==> config.mk <==
export PLATFORM = sky130hd
export DESIGN_NAME = dram_tm_ctrl
export DESIGN_NICKNAME = d
export VERILOG_FILES = /design/src/rtl/dram_tm_pkg.sv /design/src/rtl/strobe_front.sv /design/src/rtl/tm_array.sv /design/src/rtl/tm_readout.sv /design/src/rtl/dram_tm_ctrl.sv
export SDC_FILE = /design/constraint.sdc
export NUM_CORES = 1
export LEC_CHECK = 0
export ABC_AREA = 0
export BUFFER_PORTS_ARGS = -buffer_cell sky130_fd_sc_hd__buf_2
export CORE_ASPECT_RATIO = 0.6
export CORE_MARGIN = 5
export CORE_UTILIZATION = 56
export DETAILED_ROUTE_END_ITERATION = 12
export HOLD_SLACK_MARGIN = 0.15
export PLACE_DENSITY = 0.78
export REMOVE_ABC_BUFFERS = 1
export SLEW_MARGIN = 20
export SYNTH_ARGS = -nofsm -noshare
export SYNTH_HDL_FRONTEND = slang
export SYNTH_HIERARCHICAL = 1
export SYNTH_SLANG_ARGS = --single-unit
export TNS_END_PERCENT = 20
==> constraint.sdc <==
create_clock -name clk -period 6.63 [get_ports clk]
set_clock_uncertainty 0.2 [all_clocks]
set_input_delay 1.6575 -clock clk [delete_from_list [all_inputs] [get_ports clk]]
set_output_delay 1.6575 -clock clk [all_outputs]
set_load 0.05 [all_outputs]
==> src/rtl/dram_tm_pkg.sv <==
`timescale 1ns/1ps
package dram_tm_pkg;
  // classification of one row strobe falling edge
  typedef enum logic [1:0] {
    CYC_IDLE       = 2'd0,
    CYC_ACCESS     = 2'd1,
    CYC_REFRESH    = 2'd2,
    CYC_TEST_ENTRY = 2'd3
  } ras_cycle_e;
endpackage

==> src/rtl/strobe_front.sv <==
`timescale 1ns/1ps
module strobe_front
  import dram_tm_pkg::*;
#(
  parameter int ADDR_W = 4,
  parameter int DQ_W   = 4
) (
  input  logic              clk,
  input  logic              rst,
  input  logic              ras_n,
  input  logic              cas_n,
  input  logic              we_n,
  input  logic              oe_n,
  input  logic [ADDR_W-1:0] addr,
  input  logic [DQ_W-1:0]   din,
  output logic              s_cas,
  output logic              s_we,
  output logic              s_oe,
  output logic [ADDR_W-1:0] s_addr,
  output logic [DQ_W-1:0]   s_din,
  output logic              cas_fall,
  output logic              we_fall,
  output logic              ras_rise,
  output ras_cycle_e        ras_kind
);
  logic s_ras, p_ras, p_cas, p_we;

  always_ff @(posedge clk) begin
    if (rst) begin
      s_ras  <= 1'b1;
      s_cas  <= 1'b1;
      s_we   <= 1'b1;
      s_oe   <= 1'b1;
      p_ras  <= 1'b1;
      p_cas  <= 1'b1;
      p_we   <= 1'b1;
      s_addr <= '0;
      s_din  <= '0;
    end else begin
      s_ras  <= ras_n;
      s_cas  <= cas_n;
      s_we   <= we_n;
      s_oe   <= oe_n;
      p_ras  <= s_ras;
      p_cas  <= s_cas;
      p_we   <= s_we;
      s_addr <= addr;
      s_din  <= din;
    end
  end

  assign cas_fall = p_cas & ~s_cas;
  assign we_fall  = p_we & ~s_we;
  assign ras_rise = ~p_ras & s_ras;

  always_comb begin
    ras_kind = CYC_IDLE;
    if (p_ras & ~s_ras) begin
      if (s_cas)     ras_kind = CYC_ACCESS;
      else if (s_we) ras_kind = CYC_REFRESH;
      else           ras_kind = CYC_TEST_ENTRY;
    end
  end
endmodule

==> src/rtl/tm_array.sv <==
`timescale 1ns/1ps
module tm_array #(
  parameter int LANES  = 2,
  parameter int DQ_W   = 4,
  parameter int WADR_W = 6
) (
  input  logic                  clk,
  input  logic [LANES-1:0]      wr_lane,
  input  logic                  rd_en,
  input  logic [WADR_W-1:0]     waddr,
  input  logic [LANES*DQ_W-1:0] wdata,
  output logic [LANES*DQ_W-1:0] rdata
);
  localparam int DEPTH = 1 << WADR_W;

  // one simple-dual-use RAM per nibble lane so each lane has its own write enable
  for (genvar g = 0; g < LANES; g++) begin : g_lane
    logic [DQ_W-1:0] mem [DEPTH];
    always_ff @(posedge clk) begin
      if (wr_lane[g]) mem[waddr] <= wdata[g*DQ_W +: DQ_W];
      if (rd_en)      rdata[g*DQ_W +: DQ_W] <= mem[waddr];
    end
  end
endmodule

==> src/rtl/tm_readout.sv <==
`timescale 1ns/1ps
module tm_readout #(
  parameter int LANES = 2,
  parameter int DQ_W  = 4,
  parameter int SEL_W = 1
) (
  input  logic                  clk,
  input  logic                  rst,
  input  logic                  cas_fall,
  input  logic                  rd_strobe,
  input  logic                  rd_test,
  input  logic [SEL_W-1:0]      rd_lane,
  input  logic                  s_cas,
  input  logic                  s_oe,
  input  logic [LANES*DQ_W-1:0] rdata,
  output logic [DQ_W-1:0]       dout,
  output logic                  dout_en
);
  logic             have_q, tm_q;
  logic [SEL_W-1:0] lane_q;
  logic             uniform;

  assign uniform = (&rdata) | ~(|rdata);

  always_ff @(posedge clk) begin
    if (rst) begin
      have_q  <= 1'b0;
      tm_q    <= 1'b0;
      lane_q  <= '0;
      dout    <= '0;
      dout_en <= 1'b0;
    end else begin
      if (cas_fall) begin
        have_q <= rd_strobe;
        tm_q   <= rd_test;
        lane_q <= rd_lane;
      end
      dout_en <= have_q & ~s_cas & ~s_oe;
      dout    <= tm_q ? {uniform, {(DQ_W-1){1'b1}}} : rdata[lane_q*DQ_W +: DQ_W];
    end
  end
endmodule

==> src/rtl/dram_tm_ctrl.sv <==
`timescale 1ns/1ps
module dram_tm_ctrl
  import dram_tm_pkg::*;
#(
  parameter int DQ_W     = 4,
  parameter int WORD_W   = 8,
  parameter int ROW_BITS = 3,
  parameter int COL_BITS = 4,
  parameter int REF_BITS = 10,
  parameter int ADDR_W   = (ROW_BITS > COL_BITS) ? ROW_BITS : COL_BITS
) (
  input  logic                clk,
  input  logic                rst,
  input  logic                ras_n,
  input  logic                cas_n,
  input  logic                we_n,
  input  logic                oe_n,
  input  logic [ADDR_W-1:0]   addr,
  input  logic [DQ_W-1:0]     din,
  output logic [DQ_W-1:0]     dout,
  output logic                dout_en,
  output logic                test_active,
  output logic [REF_BITS-1:0] ref_row
);
  localparam int LANES  = WORD_W / DQ_W;
  localparam int SEL_W  = $clog2(LANES);
  localparam int WADR_W = ROW_BITS + COL_BITS - SEL_W;
  // word address bits kept in test mode: top row bit and top column bit dropped
  localparam logic [WADR_W-1:0] TM_KEEP =
    ~((WADR_W'(1) << (WADR_W - 1)) | (WADR_W'(1) << (COL_BITS - SEL_W - 1)));

  logic              s_cas, s_we, s_oe, cas_fall, we_fall, ras_rise;
  logic [ADDR_W-1:0] s_addr;
  logic [DQ_W-1:0]   s_din;
  ras_cycle_e        ras_kind;

  strobe_front #(.ADDR_W(ADDR_W), .DQ_W(DQ_W)) u_front (
    .clk(clk), .rst(rst), .ras_n(ras_n), .cas_n(cas_n), .we_n(we_n), .oe_n(oe_n),
    .addr(addr), .din(din), .s_cas(s_cas), .s_we(s_we), .s_oe(s_oe),
    .s_addr(s_addr), .s_din(s_din), .cas_fall(cas_fall), .we_fall(we_fall),
    .ras_rise(ras_rise), .ras_kind(ras_kind)
  );

  logic                row_act, col_seen;
  logic [ROW_BITS-1:0] row_q;
  logic [COL_BITS-1:0] col_q;

  always_ff @(posedge clk) begin
    if (rst) begin
      row_act     <= 1'b0;
      col_seen    <= 1'b0;
      test_active <= 1'b0;
      ref_row     <= '0;
      row_q       <= '0;
      col_q       <= '0;
    end else begin
      unique case (ras_kind)
        CYC_ACCESS: begin
          row_act  <= 1'b1;
          col_seen <= 1'b0;
          row_q    <= s_addr[ROW_BITS-1:0];
        end
        CYC_REFRESH: begin
          test_active <= 1'b0;
          ref_row     <= ref_row + 1'b1;
        end
        CYC_TEST_ENTRY: test_active <= 1'b1;
        default: ;
      endcase
      if (ras_rise) begin
        row_act <= 1'b0;
        if (row_act && !col_seen) test_active <= 1'b0;
      end
      if (cas_fall && row_act) begin
        col_seen <= 1'b1;
        col_q    <= s_addr[COL_BITS-1:0];
      end
    end
  end

  logic                acc_go, acc_wr, acc_rd, late_wr, do_wr;
  logic [COL_BITS-1:0] col_now;
  logic [WADR_W-1:0]   full_wa, arr_addr;
  logic [SEL_W-1:0]    lane;
  logic [LANES-1:0]    wr_lane;
  logic [WORD_W-1:0]   wdata, rdata;

  assign acc_go   = cas_fall & row_act;
  assign acc_wr   = acc_go & ~s_we;
  assign acc_rd   = acc_go & s_we;
  assign late_wr  = we_fall & row_act & col_seen & ~s_cas & ~cas_fall;
  assign do_wr    = acc_wr | late_wr;
  assign col_now  = cas_fall ? s_addr[COL_BITS-1:0] : col_q;
  assign full_wa  = {row_q, col_now[COL_BITS-1:SEL_W]};
  assign arr_addr = test_active ? (full_wa & TM_KEEP) : full_wa;
  assign lane     = col_now[SEL_W-1:0];
  assign wdata    = test_active ? {WORD_W{s_din[0]}} : {LANES{s_din}};

  for (genvar i = 0; i < LANES; i++) begin : g_we
    assign wr_lane[i] = do_wr & (test_active | (lane == SEL_W'(i)));
  end

  tm_array #(.LANES(LANES), .DQ_W(DQ_W), .WADR_W(WADR_W)) u_array (
    .clk(clk), .wr_lane(wr_lane), .rd_en(acc_rd), .waddr(arr_addr),
    .wdata(wdata), .rdata(rdata)
  );

  tm_readout #(.LANES(LANES), .DQ_W(DQ_W), .SEL_W(SEL_W)) u_out (
    .clk(clk), .rst(rst), .cas_fall(cas_fall), .rd_strobe(acc_rd),
    .rd_test(test_active), .rd_lane(lane), .s_cas(s_cas), .s_oe(s_oe),
    .rdata(rdata), .dout(dout), .dout_en(dout_en)
  );
endmodule

==> metrics.yaml <==
worst_setup_path:
  path_max_fanout: 28
  crit_path_start: "u_front/s_cas"
  endpoint: "u_array/g_lane[0].mem[61][1]"
  r2r-end: "u_array/g_lane[0].mem[61][1]"
  crit_required_ps: 6660
  worstSetupPathType: "flop to flop"
  crit_path_start_kind: "flop"
  cp-end-kind: "flop"
  rr_worst_depth: 8
  reg2reg_slack_ps: 1890
  crit-reg2reg-launch: "u_front/s_cas"
  arrival_ps: 4770
cts:
  cts_made_buffers: 48
  post_cts_resized: 0
  clock_sinks: 563
  clk_latency_ps: 590
  clkTransAtPathRegs_ps: 60
  cts_buffer_depth: 3
  cts_tree: "built"
  holdBufCountCts: 0
  root_buffer: "clkbuf_16"
  cts_setup_buffers: 0
  htree_levels: 2
detailed_routing:
  num_vias: 13900
  post_drt_wl_per_cell_um: 29.0
  first_iter_violations: 2484
  ant_nets: 0
  drc_errors: 0
  wl_um: 58400
  first_pass_iters: 6
  vias_per_cell: 6.93
synth:
  yosysTopAreaCell: "edfxtp_1"
  synth_common_cells: "edfxtp_1 (520), nor2_1 (174), a221oi_1 (72)"
  yosysSeqAreaShare: 0.735
  synthTopCellsByArea: "edfxtp_1 (70%), dfxtp_1 (3.8%), nor2_1 (2.9%)"
  ys_types: 64
  netlist.area_leader.share: 0.697
  syn-cell-area_um2: 22400
  synth.avg_cell_area_um2: 15.5
  synth_warnings: 6
  ys_ff_latch: 563
  synth_ff_type: "edfxtp_1"
  yosysMostFrequentCell: "edfxtp_1"
  syn_inst: 1448
  synth_edf_count: 520
  async_flop_share: 0
sta:
  holdWs_ps: 215
  finalMaxSlewViolations: 0
  setup-violations-final: 0
  slew_headroom: 0.234
  hold_viol: 0
  min_period_ps: 4740
  rsz0062_at_grt: "false"
  fin_crit_sh: 0.715
  tightest_slew_ps: 1150
  timing.fmax_ghz: 0.211
floorplanning:
  core_um2: 39300
  io_pins: 30
  dieArea_um2: 44300
  die_height_um: 165
  die_w_um: 268
  start_util: 0.570
  rows: 56
power:
  max-vdd-ir-drop_uv: 263
  cellLeakagePower_uw: 0.00774
  powerDensity_nw_per_um2: 288
cells_and_area:
  drive_above_1_share: 0.142
  final_util: 0.626
  syn2layout_area_growth_pct: 9.68
  fin_cells: 2012
  diodes: 0
  finalNetCount: 1466
grt:
  grt_max_degree: 94
  antenna_found_initial: 2
  grt_pass1_wl_um: 86400
  grt_usage: 0.263
  grt_pass1_vias: 13200
  grt_overflow_total: 0
placement:
  place_inst: 1921
  place.gp.congestion: 0.924
  placement.io_buffers: 29
  dp_hpwl_um: 35500
min_path:
  min_path_type: "flop to flop"
run_status:
  outcome: "completed"
job:
  maxCapViolCount: 0
[critical path: stages (launching register included)]
cell and delay (ps):
dfxtp_1 360, nor2b_1 250, buf_4 260, mux2_4 490, buf_4 350, nor2b_4 830
buf_4 410, nand3_1 590, nor2_1 590
[through the flow]
| step | setup TNS, ps | cell area (um2) | total power [uW] | worst slack [ps] |
|---|---|---|---|---|
| after global routing | 0 | 24600 | 7290 | 1810 |
| after CTS | 0 | 24500 | 7110 | 2100 |
| after global placement | 0 | 22900 | 4230 | 2310 |
| after detailed placement | 0 | 22900 | 4230 | 2170 |
| after floorplan | -315350 | 21800 | 4140 | -2350 |
| final | 0 | 24600 | 7090 | 1890 |
[layout make-up]
class                      count  area, um2
clock buffer                  63       1310
clock inverter                26        313
fill                        2736      14700
multi-input combinational    769       5390
timing repair buffer          60        405
tap                          522        653
inverter                       9       33.8
sequential                   563      16500
[logic make-up (layout without fill, tap and decap cells)]
| logic type | count (synthesis) | count (layout) | share of synthesized area |
|---|---|---|---|
| AOI/OAI and AO/OA | 303 | 303 | 0.0994 |
| xor gates and xnor gates | 2 | 2 | 0.000782 |
| adders and majority gates | 1 | 1 | 0.000558 |
| buffers and inverters | 116 | 158 | 0.0280 |
| DFF | 563 | 563 | 0.735 |
| muxes | 108 | 108 | 0.0623 |
| and+or+nand+nor | 355 | 355 | 0.0740 |
[cells in the final DEF (no fill, tap or decap), types with 7 or more instances in the layout]
cell type and count:
inv_1 9, a221o_1 13, nor3_1 16, clkinv_2 9, dfxtp_1 42, clkinv_1 7
nor2_1 171, bufinv_16 7, clkbuf_1 12, mux4_2 20, a22o_1 14, nand2_1 51
buf_4 29, o21ai_0 36, clkbuf_16 50, a22oi_1 54, mux2_2 39, nand3_1 29
edfxtp_1 520, mux2i_1 41, a221oi_1 72, a211oi_1 13, o22ai_1 17, or2_1 8
a21oi_1 42, o211ai_1 10, or3_1 8, nor2b_1 18, buf_2 29
[power by group]
part	switching (uW)	internal [uW]
clock	1250	1670
combinational	197	78.1
sequential	11.6	3890
total	1460	5630
[routing by layer]
metal	vias to the layer above	track usage	share of wire
met5	-	0	0.00086
met4	7	0.0612	0.023
met3	127	0.114	0.18
met2	1242	0.342	0.40
met1	6836	0.407	0.40
li1	5730	-	-
[sequential cells by signal, indices dropped and copies added (netlist names), 3 cells and up]
name	cells
ref_row	10
col_q	4
u_array/rdata	8
u_out/dout	4
u_front/s_addr	4
u_front/s_din	4
u_array/g_lane.mem	512
row_q	3
[worst min-delay path by stage]
stage | depth (start not counted) | slack, ps | startpoint | endpoint
3_5_place_dp | 1 | 200 | u_front/s_oe | u_out/dout_en
2_1_floorplan | 1 | 170 | u_front/s_oe | u_out/dout_en
6_report | 1 | 220 | u_front/s_oe | u_out/dout_en
4_1_cts | 1 | 210 | u_front/s_oe | u_out/dout_en
3_3_place_gp | 1 | 190 | u_front/s_oe | u_out/dout_en
5_1_grt | 1 | 220 | u_front/s_oe | u_out/dout_en
(Power assumes the default switching activity.)
